$ cat config.mk
export PLATFORM = sky130hd
export DESIGN_NAME = atm_tx_cell_proc
export DESIGN_NICKNAME = d
export VERILOG_FILES = /design/src/rtl/atm_tx_pkg.sv /design/src/rtl/atm_tx_cell_fifo.sv /design/src/rtl/atm_tx_payload_scr.sv /design/src/rtl/atm_tx_cell_seq.sv /design/src/rtl/atm_tx_cell_proc.sv
export SDC_FILE = /design/constraint.sdc
export NUM_CORES = 2
export LEC_CHECK = 0
export CORE_MARGIN = 2
export CORE_UTILIZATION = 50
export DETAILED_ROUTE_END_ITERATION = 8
export GPL_TIMING_DRIVEN = 0
export PLACE_DENSITY = 0.75
export RECOVER_POWER = 25
export SETUP_SLACK_MARGIN = 0.3
export SLEW_MARGIN = 30
export SYNTH_ARGS = -nofsm -noshare
export SYNTH_HDL_FRONTEND = slang
export SYNTH_HIERARCHICAL = 1
export SYNTH_SLANG_ARGS = --single-unit
$ cat constraint.sdc
create_clock -name clk -period 5.96 [get_ports clk]
set_input_delay 0.596 -clock clk [delete_from_list [all_inputs] [get_ports clk]]
set_output_delay 0.596 -clock clk [all_outputs]
set_load 0.005 [all_outputs]
$ cat src/rtl/atm_tx_pkg.sv
`timescale 1ns/1ps
package atm_tx_pkg;
  localparam int CELL_BYTES = 53;
  localparam int HDR_BYTES  = 4;
  localparam int HCS_POS    = 4;
  localparam int IDX_W      = $clog2(CELL_BYTES);
  localparam int GFC_W      = 4;
  localparam int SCR_TAPS   = 43;

  localparam logic [7:0] IDLE_FILL = 8'h6A;
  localparam logic [7:0] HCS_COSET = 8'h55;
  localparam logic [7:0] CRC_POLY  = 8'h07;

  // one byte of CRC-8, MSB first
  function automatic logic [7:0] crc8_step(input logic [7:0] crc_in, input logic [7:0] data);
    logic [7:0] c;
    c = crc_in ^ data;
    for (int i = 0; i < 8; i++) begin
      c = c[7] ? ({c[6:0], 1'b0} ^ CRC_POLY) : {c[6:0], 1'b0};
    end
    return c;
  endfunction

  // idle header: 00 00 00 01
  function automatic logic [7:0] idle_hdr_byte(input logic [IDX_W-1:0] pos);
    return (pos == IDX_W'(HDR_BYTES - 1)) ? 8'h01 : 8'h00;
  endfunction
endpackage

$ cat src/rtl/atm_tx_cell_fifo.sv
`timescale 1ns/1ps
module atm_tx_cell_fifo
  import atm_tx_pkg::*;
#(
  parameter int NCELLS = 4,
  localparam int DEPTH_W   = $clog2(NCELLS + 1),
  localparam int SLOT_W    = (NCELLS > 1) ? $clog2(NCELLS) : 1,
  localparam int MEM_WORDS = NCELLS * CELL_BYTES,
  localparam int ADDR_W    = $clog2(MEM_WORDS)
)(
  input  logic               clk,
  input  logic               rst_n,
  input  logic [DEPTH_W-1:0] cfg_depth,
  input  logic               wr_en,
  input  logic               wr_soc,
  input  logic [7:0]         wr_data,
  output logic               wr_room,
  output logic               wr_ovf,
  input  logic [IDX_W-1:0]   rd_idx,
  input  logic               rd_release,
  output logic [7:0]         rd_data,
  output logic               cell_ready
);
  logic [7:0]         mem_q [MEM_WORDS];
  logic [SLOT_W-1:0]  wslot_q, wslot_d, rslot_q, rslot_d;
  logic [IDX_W-1:0]   widx_q, widx_d;
  logic               wact_q, wact_d;
  logic [DEPTH_W-1:0] full_q, full_d;
  logic               ovf_q, ovf_d;
  logic [DEPTH_W-1:0] depth_eff, used;
  logic               start_ok, reject, we, last;
  logic [IDX_W-1:0]   w_pos;
  logic [ADDR_W-1:0]  w_addr, r_addr;

  always_comb begin
    if (cfg_depth == '0)                        depth_eff = DEPTH_W'(1);
    else if (cfg_depth > DEPTH_W'(NCELLS))      depth_eff = DEPTH_W'(NCELLS);
    else                                        depth_eff = cfg_depth;
    used     = full_q + DEPTH_W'(wact_q);
    wr_room  = used < depth_eff;
    // a start flag inside an active cell restarts that cell in place
    start_ok = wr_en & wr_soc & (wact_q | wr_room);
    reject   = wr_en & wr_soc & ~wact_q & ~wr_room;
    we       = start_ok | (wr_en & ~wr_soc & wact_q);
    last     = wr_en & ~wr_soc & wact_q & (widx_q == IDX_W'(CELL_BYTES - 1));
    w_pos    = wr_soc ? '0 : widx_q;
    w_addr   = ADDR_W'(wslot_q) * ADDR_W'(CELL_BYTES) + ADDR_W'(w_pos);
    r_addr   = ADDR_W'(rslot_q) * ADDR_W'(CELL_BYTES) + ADDR_W'(rd_idx);

    wact_d  = start_ok ? 1'b1 : (last ? 1'b0 : wact_q);
    widx_d  = start_ok ? IDX_W'(1) : (we ? widx_q + 1'b1 : widx_q);
    wslot_d = wslot_q;
    if (last) wslot_d = (wslot_q == SLOT_W'(NCELLS - 1)) ? '0 : wslot_q + 1'b1;
    rslot_d = rslot_q;
    if (rd_release) rslot_d = (rslot_q == SLOT_W'(NCELLS - 1)) ? '0 : rslot_q + 1'b1;
    full_d  = full_q + DEPTH_W'(last) - DEPTH_W'(rd_release);
    ovf_d   = reject;
  end

  always_ff @(posedge clk or negedge rst_n) begin
    if (!rst_n) begin
      wslot_q <= '0;
      rslot_q <= '0;
      widx_q  <= '0;
      wact_q  <= 1'b0;
      full_q  <= '0;
      ovf_q   <= 1'b0;
    end else begin
      wslot_q <= wslot_d;
      rslot_q <= rslot_d;
      widx_q  <= widx_d;
      wact_q  <= wact_d;
      full_q  <= full_d;
      ovf_q   <= ovf_d;
    end
  end

  // storage array, no reset
  always_ff @(posedge clk) begin
    if (we) mem_q[w_addr] <= wr_data;
  end

  assign rd_data    = mem_q[r_addr];
  assign cell_ready = (full_q != '0);
  assign wr_ovf     = ovf_q;

  // buffered plus in-progress cells never exceed the physical slots
  a_r3_fill_bound: assert property (@(posedge clk) disable iff (!rst_n)
    ({1'b0, full_q} + {{DEPTH_W{1'b0}}, wact_q}) <= (DEPTH_W + 1)'(NCELLS));
  // a cell is only released when a complete one is held
  a_r7_release_has_cell: assert property (@(posedge clk) disable iff (!rst_n)
    rd_release |-> cell_ready);
  // an overflow flag always follows a start byte
  a_r4_ovf_cause: assert property (@(posedge clk) disable iff (!rst_n)
    wr_ovf |-> $past(wr_en && wr_soc));
endmodule

$ cat src/rtl/atm_tx_payload_scr.sv
`timescale 1ns/1ps
module atm_tx_payload_scr
  import atm_tx_pkg::*;
#(
  parameter int TAPS = SCR_TAPS
)(
  input  logic       clk,
  input  logic       rst_n,
  input  logic       advance,
  input  logic [7:0] din,
  output logic [7:0] dout
);
  logic [TAPS-1:0] st_q, st_d;

  always_comb begin
    logic [7:0] o;
    st_d = st_q;
    o    = '0;
    for (int i = 7; i >= 0; i--) begin
      o[i] = din[i] ^ st_d[TAPS-1];
      st_d = {st_d[TAPS-2:0], o[i]};
    end
    dout = o;
  end

  always_ff @(posedge clk or negedge rst_n) begin
    if (!rst_n)       st_q <= '0;
    else if (advance) st_q <= st_d;
  end
endmodule

$ cat src/rtl/atm_tx_cell_seq.sv
`timescale 1ns/1ps
module atm_tx_cell_seq
  import atm_tx_pkg::*;
(
  input  logic             clk,
  input  logic             rst_n,
  input  logic             xoff,
  input  logic             cfg_scr_en,
  input  logic             cfg_gfc_en,
  input  logic             gfc_sdata,
  input  logic             cell_ready,
  input  logic [7:0]       rd_data,
  output logic [IDX_W-1:0] rd_idx,
  output logic             rd_release,
  output logic [7:0]       tx_data,
  output logic             tx_soc,
  output logic             tx_idle
);
  logic [IDX_W-1:0] idx_q, idx_d, opos_q;
  logic             asg_q, send_now;
  logic [7:0]       crc_q, crc_d;
  logic [GFC_W-1:0] gfc_q;
  logic [7:0]       odata_q, byte_d, hdr_b, pay_raw, pay_scr;
  logic             osoc_q, oidle_q;
  logic             is_hdr, is_hcs, scr_adv;

  always_comb begin
    is_hdr   = idx_q < IDX_W'(HDR_BYTES);
    is_hcs   = idx_q == IDX_W'(HCS_POS);
    // transmit-off and buffer state only matter at byte 0
    send_now = (idx_q == '0) ? (cell_ready & ~xoff) : asg_q;
    hdr_b    = send_now ? rd_data : idle_hdr_byte(idx_q);
    if ((idx_q == '0) && send_now && cfg_gfc_en) hdr_b = {gfc_q, rd_data[3:0]};
    pay_raw  = send_now ? rd_data : IDLE_FILL;
    scr_adv  = cfg_scr_en & ~is_hdr & ~is_hcs;
    if (is_hdr)       byte_d = hdr_b;
    else if (is_hcs)  byte_d = crc_q ^ HCS_COSET;
    else              byte_d = cfg_scr_en ? pay_scr : pay_raw;
    crc_d = crc_q;
    if (is_hdr) crc_d = crc8_step((idx_q == '0) ? 8'h00 : crc_q, hdr_b);
    idx_d = (idx_q == IDX_W'(CELL_BYTES - 1)) ? '0 : idx_q + 1'b1;
  end

  assign rd_idx     = idx_q;
  assign rd_release = send_now & (idx_q == IDX_W'(CELL_BYTES - 1));

  atm_tx_payload_scr u_scr (
    .clk     (clk),
    .rst_n   (rst_n),
    .advance (scr_adv),
    .din     (pay_raw),
    .dout    (pay_scr)
  );

  always_ff @(posedge clk or negedge rst_n) begin
    if (!rst_n) begin
      idx_q   <= '0;
      opos_q  <= '0;
      asg_q   <= 1'b0;
      crc_q   <= '0;
      gfc_q   <= '0;
      odata_q <= '0;
      osoc_q  <= 1'b0;
      oidle_q <= 1'b1;
    end else begin
      idx_q   <= idx_d;
      opos_q  <= idx_q;
      asg_q   <= send_now;
      crc_q   <= crc_d;
      gfc_q   <= {gfc_q[GFC_W-2:0], gfc_sdata};
      odata_q <= byte_d;
      osoc_q  <= (idx_q == '0);
      oidle_q <= ~send_now;
    end
  end

  assign tx_data = odata_q;
  assign tx_soc  = osoc_q;
  assign tx_idle = oidle_q;

  // transmit-off at a boundary yields an idle cell
  a_r6_xoff_idle: assert property (@(posedge clk) disable iff (!rst_n)
    (idx_q == '0 && xoff) |=> tx_idle);
  // no complete cell at a boundary yields an idle cell
  a_r5_empty_idle: assert property (@(posedge clk) disable iff (!rst_n)
    (idx_q == '0 && !cell_ready) |=> tx_idle);
  // cell kind never changes inside a cell
  a_r6_cell_atomic: assert property (@(posedge clk) disable iff (!rst_n)
    !tx_soc |-> (tx_idle == $past(tx_idle)));
  // start flags are never adjacent
  a_r2_soc_spacing: assert property (@(posedge clk) disable iff (!rst_n)
    tx_soc |=> !tx_soc);
  // idle check byte is fixed
  a_r9_idle_hcs: assert property (@(posedge clk) disable iff (!rst_n)
    (opos_q == IDX_W'(HCS_POS) && tx_idle) |-> (tx_data == 8'h52));
endmodule

$ cat src/rtl/atm_tx_cell_proc.sv
`timescale 1ns/1ps
module atm_tx_cell_proc
  import atm_tx_pkg::*;
#(
  parameter int NCELLS = 4,
  localparam int DEPTH_W = $clog2(NCELLS + 1)
)(
  input  logic               clk,
  input  logic               rst_n,
  input  logic [DEPTH_W-1:0] cfg_depth,
  input  logic               cfg_scr_en,
  input  logic               cfg_gfc_en,
  input  logic               xoff,
  input  logic               gfc_sdata,
  input  logic               wr_en,
  input  logic               wr_soc,
  input  logic [7:0]         wr_data,
  output logic               wr_room,
  output logic               wr_ovf,
  output logic [7:0]         tx_data,
  output logic               tx_soc,
  output logic               tx_idle
);
  logic [1:0]       rst_sync_q;
  logic             rst_int_n;
  logic [IDX_W-1:0] rd_idx;
  logic             rd_release, cell_ready;
  logic [7:0]       rd_data;

  // asynchronous assert, synchronous release
  always_ff @(posedge clk or negedge rst_n) begin
    if (!rst_n) rst_sync_q <= '0;
    else        rst_sync_q <= {rst_sync_q[0], 1'b1};
  end
  assign rst_int_n = rst_sync_q[1];

  atm_tx_cell_fifo #(.NCELLS(NCELLS)) u_fifo (
    .clk        (clk),
    .rst_n      (rst_int_n),
    .cfg_depth  (cfg_depth),
    .wr_en      (wr_en),
    .wr_soc     (wr_soc),
    .wr_data    (wr_data),
    .wr_room    (wr_room),
    .wr_ovf     (wr_ovf),
    .rd_idx     (rd_idx),
    .rd_release (rd_release),
    .rd_data    (rd_data),
    .cell_ready (cell_ready)
  );

  atm_tx_cell_seq u_seq (
    .clk        (clk),
    .rst_n      (rst_int_n),
    .xoff       (xoff),
    .cfg_scr_en (cfg_scr_en),
    .cfg_gfc_en (cfg_gfc_en),
    .gfc_sdata  (gfc_sdata),
    .cell_ready (cell_ready),
    .rd_data    (rd_data),
    .rd_idx     (rd_idx),
    .rd_release (rd_release),
    .tx_data    (tx_data),
    .tx_soc     (tx_soc),
    .tx_idle    (tx_idle)
  );
endmodule

==> summary.md <==
| Metric | Value |
|---|---|
| Run status | `finished, violations left` |
| Failing checks | `capacitance limit, slew limit` |
| Initial antenna violation count | `6` |
| Crit path launch type | `register` |
| Required time of the critical path | `between 6 and 7 ns` |
| Endpoints failing setup | `0` |
| Fmax | `175.2 MHz` |
| Reg clk slew, reported paths | `approximately 0.060 ns` |
| Crit-path cells | `ha_1 > ha_2 > inv_1 > fa_2 > buf_12 > buf_4 > buf_8 > buf_8 > buf_2 > mux4_2 > nand2_1 > nand3_1 > nand3_1 > nor4_4 > buf_4 > nand2_1 > a32o_1 > xnor2_1 > xnor2_2 > mux2i_1 > a21oi_1` |
| Period utilization | `0.9579` |
| Fillers | `between 10000 and 15000` |
| Unique masters post-synth | `73` |
| Peak supply drop | `0.0003058 V` |
| Area growth, synth to finish | `13.73%` |
| Sink Count | `around 1800` |
| Area leader, netlist | `edfxtp_1` |
| Final min period | `about 5.7 ns` |
| CTS Root Buffer Type | `clkbuf_16` |
| Met1 usage | `0.3703` |
| Gr usage total | `0.2812` |
| Post-Synth Adder-Cell Area | `0.007549` |
| Core area | `141600 sq um` |
| HP Class | `register to asynchronous set/reset pin` |
| MaxCap Viol Count | `11` |
| Xor-xnor portion of the synthesized cell area | `0.006724` |
| Skew-Pair Late Insertion Delay | `approximately 0.83 ns` |
| Iter 0 DRT Violations | `5917` |
| Proportion of synthesized area in mux cells | `0.1773` |
| Hpwl dp | `about 130 mm` |
| Fin Hold WS | `roughly 0.24 ns` |
| Clock Tree Buf Depth | `3` |
| Mapped Avg Cell Area | `about 21 sq um` |
| CTS Buf Count | `between 150 and 200` |
| Max Clock Skew | `between 0.04 and 0.05 ns` |
| Synth top area cells | `edfxtp_1 71%, mux4_2 16%, dfrtp_1 3.1%, nor2_1 1.4%, mux2_4 0.84%` |
| Type of the worst setup path | `register to register` |
| Asr flop ratio synth | `0.04986` |
| Crit path arrival time | `between 6 and 7 ns` |
| Slew margin rel. | `-2.580` |
| Slowest CP cell | `fa_2` |
| Synth Area in Simple Gates | `0.03283` |
| Nets | `between 3000 and 4000` |
| Critical Path Fanout Max | `10` |
| Worst reg-to-reg setup slack | `around 0.25 ns` |
| Global route total overflow | `0` |
| PortBufs | `29` |
| Total routed wirelength | `a little over 200 mm` |
| Layout cells sized above 1 | `0.2851` |
| Register bit total from synthesis | `between 1500 and 2000` |
| Slowest stage delay, CP | `0.55 ns` |
| Pwr dens | `between 300 and 400 nW/um^2` |
| DRC errors left | `0` |
| Slew Viols, Final | `approximately 1000` |
| CTS tree | `done` |
| Synth Area in Compound Gates | `0.01350` |
| Total Die Area | `145600 sq um` |
| Gr busiest metal | `met2` |
| Wire per inst | `36.05 um` |
| Cells after synthesis | `3367` |
| Top cell type's share of synthesized area | `0.7146` |
| Most used DFF post-synth | `edfxtp_1` |
| Reg2reg start | `u_fifo/rslot_q[1]$_DFFE_PN0P_` |
| Routed Antenna Nets | `0` |
| Final Cell Area | `slightly above 80000 sq um` |
| H-tree depth | `4` |
| Starting Density | `0.5033` |
| Die Height | `between 300 and 400 um` |
| Post-synth EDFFs | `roughly 1700` |
| DR vias | `around 38000` |
| First-pass GRT wire length | `283.3 mm` |
| Gpl congestion | `about 1.0` |
| DRT Pass-1 Iters | `8` |
| Met2 GRT Util | `0.4147` |
| Ports | `31` |
| R2R depth | `21` |
| Row Count | `around 140` |
| Die width | `about 380 um` |
| Vias per inst | `~6.7` |
| Fin. Hold Viols | `0` |
| Largest family of logic cells by synthesized area | `multiplexers` |
| Largest net degree at the start of global routing | `125` |
| Crit. End Element | `register` |
| Post-Syn Area | `71270 sq um` |
| Worst-Margin Slew | `around 5.4 ns` |
| Synth Warn # | `6` |
| Reg2Reg Capture Point | `u_seq/crc_q[2]$_DFFE_PN0P_` |
| Dpl cell area | `74750 sq um` |
| Sequential-to-total area share from yosys stat | `0.7459` |
| Vias in the first global route | `~37000` |
| RSZ-0062 raised after global routing | `yes` |
| Met3 usage | `0.09567` |
| P_leak | `25.70 nW` |
| Syn_nets | `approximately 3400` |
power by group:
group | total, W | leakage [nW] | internal (W) | switching [W]
sequential | 0.0141 | 16.3 | 0.0140 | 0.000150
combinational | 0.00104 | 6.64 | 0.000475 | 0.000565
clock | 0.0109 | 2.76 | 0.00614 | 0.00477
total | 0.0261 | 25.7 | 0.0206 | 0.00548
what timing repair did:
action,CTS,global route
hold endpoints to repair,2,0
pin swaps,3,6
buffers inserted,5,7
gates resized for setup,127,69
endpoints found under the setup margin,24,13
hold buffers,1,0
worst max-delay path, delay by kind of cell, from the launching register on:
kind / cells / cell delay, ns
buffers and inverters: 7 / 1.60
XOR/XNOR: 2 / 0.40
AO/OA/AOI/OAI: 2 / 0.41
multiplexers: 2 / 0.65
AND/OR/NAND/NOR: 5 / 0.94
flip-flops: 1 / 0.46
adder cells (fa/ha/maj): 3 / 1.04
how the worst max path moves through the flow:
| stage | slack (ns) | depth (start not counted) | end | from |
|---|---|---|---|---|
| final | 0.25 | 21 | u_seq/crc_q[2]$_DFFE_PN0P_ | u_fifo/rslot_q[1]$_DFFE_PN0P_ |
| after global routing | 0.13 | 2 | u_fifo/mem_q[161][3]$_DFFE_PP_ | wr_data[3] |
| after CTS | 0.28 | 20 | u_seq/crc_q[2]$_DFFE_PN0P_ | u_fifo/rslot_q[1]$_DFFE_PN0P_ |
| after detailed placement | -1.17 | 19 | u_seq/crc_q[2]$_DFFE_PN0P_ | u_fifo/rslot_q[1]$_DFFE_PN0P_ |
| after global placement | -2.53 | 19 | u_seq/crc_q[2]$_DFFE_PN0P_ | u_fifo/rslot_q[1]$_DFFE_PN0P_ |
| after floorplan | 1.15 | 19 | u_seq/crc_q[2]$_DFFE_PN0P_ | u_fifo/rslot_q[1]$_DFFE_PN0P_ |
per-stage QoR:
| stage | std cells | util | setup slack (ns) | TNS, ns | power (W) |
|---|---|---|---|---|---|
| detailed placement | 5313 | 0.5280 | -1.169 | -14.41 | 0.01536 |
| finish | 5649 | 0.5725 | 0.2511 | 0 | 0.02607 |
| floorplan | 3367 | - | 1.150 | 0 | 0.01489 |
| CTS | 5640 | 0.5715 | 0.2849 | 0 | 0.02610 |
| global placement | 5286 | 0.5221 | -2.526 | -2546.23 | 0.01539 |
| global route | 5647 | 0.5724 | 0.1323 | 0 | 0.02673 |
per-layer routing:
layer / part of all wire / up-vias
met5: 0.00024 / -
met4: 0.063 / 8
met3: 0.15 / 645
met2: 0.45 / 3201
met1: 0.34 / 19632
li1: - / 14365
cell type report:
class,instances,area [sq um],share of cell area
Buffer,182,1533,0.01891
Inverter,27,103.9,0.001281
Sequential cell,1785,53160,0.6558
Multi-Input combinational cell,1373,17280,0.2132
Timing Repair Buffer,69,955.9,0.01179
Clock inverter,105,1010,0.01246
Clock buffer,216,4638,0.05723
Antenna cell,2,5.005,0.00006175
Tap cell,1890,2365,0.02918
synthesized netlist by cell type, drive strengths merged (6+ instances only):
library cell	instances
o21ai	32
a211oi	23
nand2b	7
and3	8
ha	35
nand2	92
a21oi	32
dfrtp	88
nand4b	8
o22ai	9
nor3	10
clkbuf	67
xnor2	25
nand4	16
mux2	63
and2	11
buf	115
mux2i	56
nor2	274
inv	26
xor2	28
nor2b	19
mux4	498
nand3	54
or3	6
edfxtp	1696
layout by cell type, fill, tap and decap left out, drive strengths merged, types with 5 or more instances in the layout:
| cell | synthesis | layout |
|---|---|---|
| nand2 | 92 | 92 |
| inv | 26 | 37 |
| bufinv | 0 | 13 |
| a31oi | 5 | 5 |
| or2 | 5 | 5 |
| o22ai | 9 | 9 |
| clkinvlp | 0 | 5 |
| and3 | 8 | 8 |
| o21ai | 32 | 32 |
| nand4 | 16 | 16 |
| clkinv | 1 | 77 |
| xnor2 | 25 | 25 |
| mux2i | 56 | 56 |
| mux2 | 63 | 63 |
| clkdlybuf4s50 | 0 | 19 |
| or3 | 6 | 6 |
| xor2 | 28 | 28 |
| nor3 | 10 | 10 |
| a2111oi | 5 | 5 |
| a21oi | 32 | 32 |
| a21o | 5 | 5 |
| nor2 | 274 | 274 |
| nand2b | 7 | 7 |
| dfrtp | 88 | 88 |
| and2 | 11 | 11 |
| nor2b | 19 | 19 |
| edfxtp | 1696 | 1696 |
| mux4 | 498 | 498 |
| buf | 115 | 146 |
| ha | 35 | 35 |
| nand3 | 54 | 54 |
| clkbuf | 67 | 296 |
| fa | 5 | 5 |
| nand4b | 8 | 8 |
| a211oi | 23 | 23 |
flip-flops by register name (all words and copies together) (netlist names):
signal            flops
u_fifo/mem_q       1696
u_seq/u_scr/st_q     43
u_seq/crc_q           8
u_seq/tx_data         8
u_fifo/widx_q         6
u_seq/rd_idx          6
u_seq/gfc_q           4
u_fifo/full_q         3
rst_sync_q            2
u_fifo/rslot_q        2
u_fifo/wslot_q        2
u_fifo/wact_q         1
u_fifo/wr_ovf         1
u_seq/asg_q           1
u_seq/tx_idle         1
u_seq/tx_soc          1
kinds of logic (layout without fill, tap and decap cells):
family | count (synthesis) | after routing
multiplexers | 617 | 617
buffers and inverters | 209 | 599
AND/OR/NAND/NOR | 522 | 522
AO/OA/AOI/OAI | 140 | 140
other | 1 | 3
adder cells (fa/ha/maj) | 40 | 40
flip-flops | 1785 | 1785
XOR/XNOR | 53 | 53
Power figures use the tool's default switching activity.
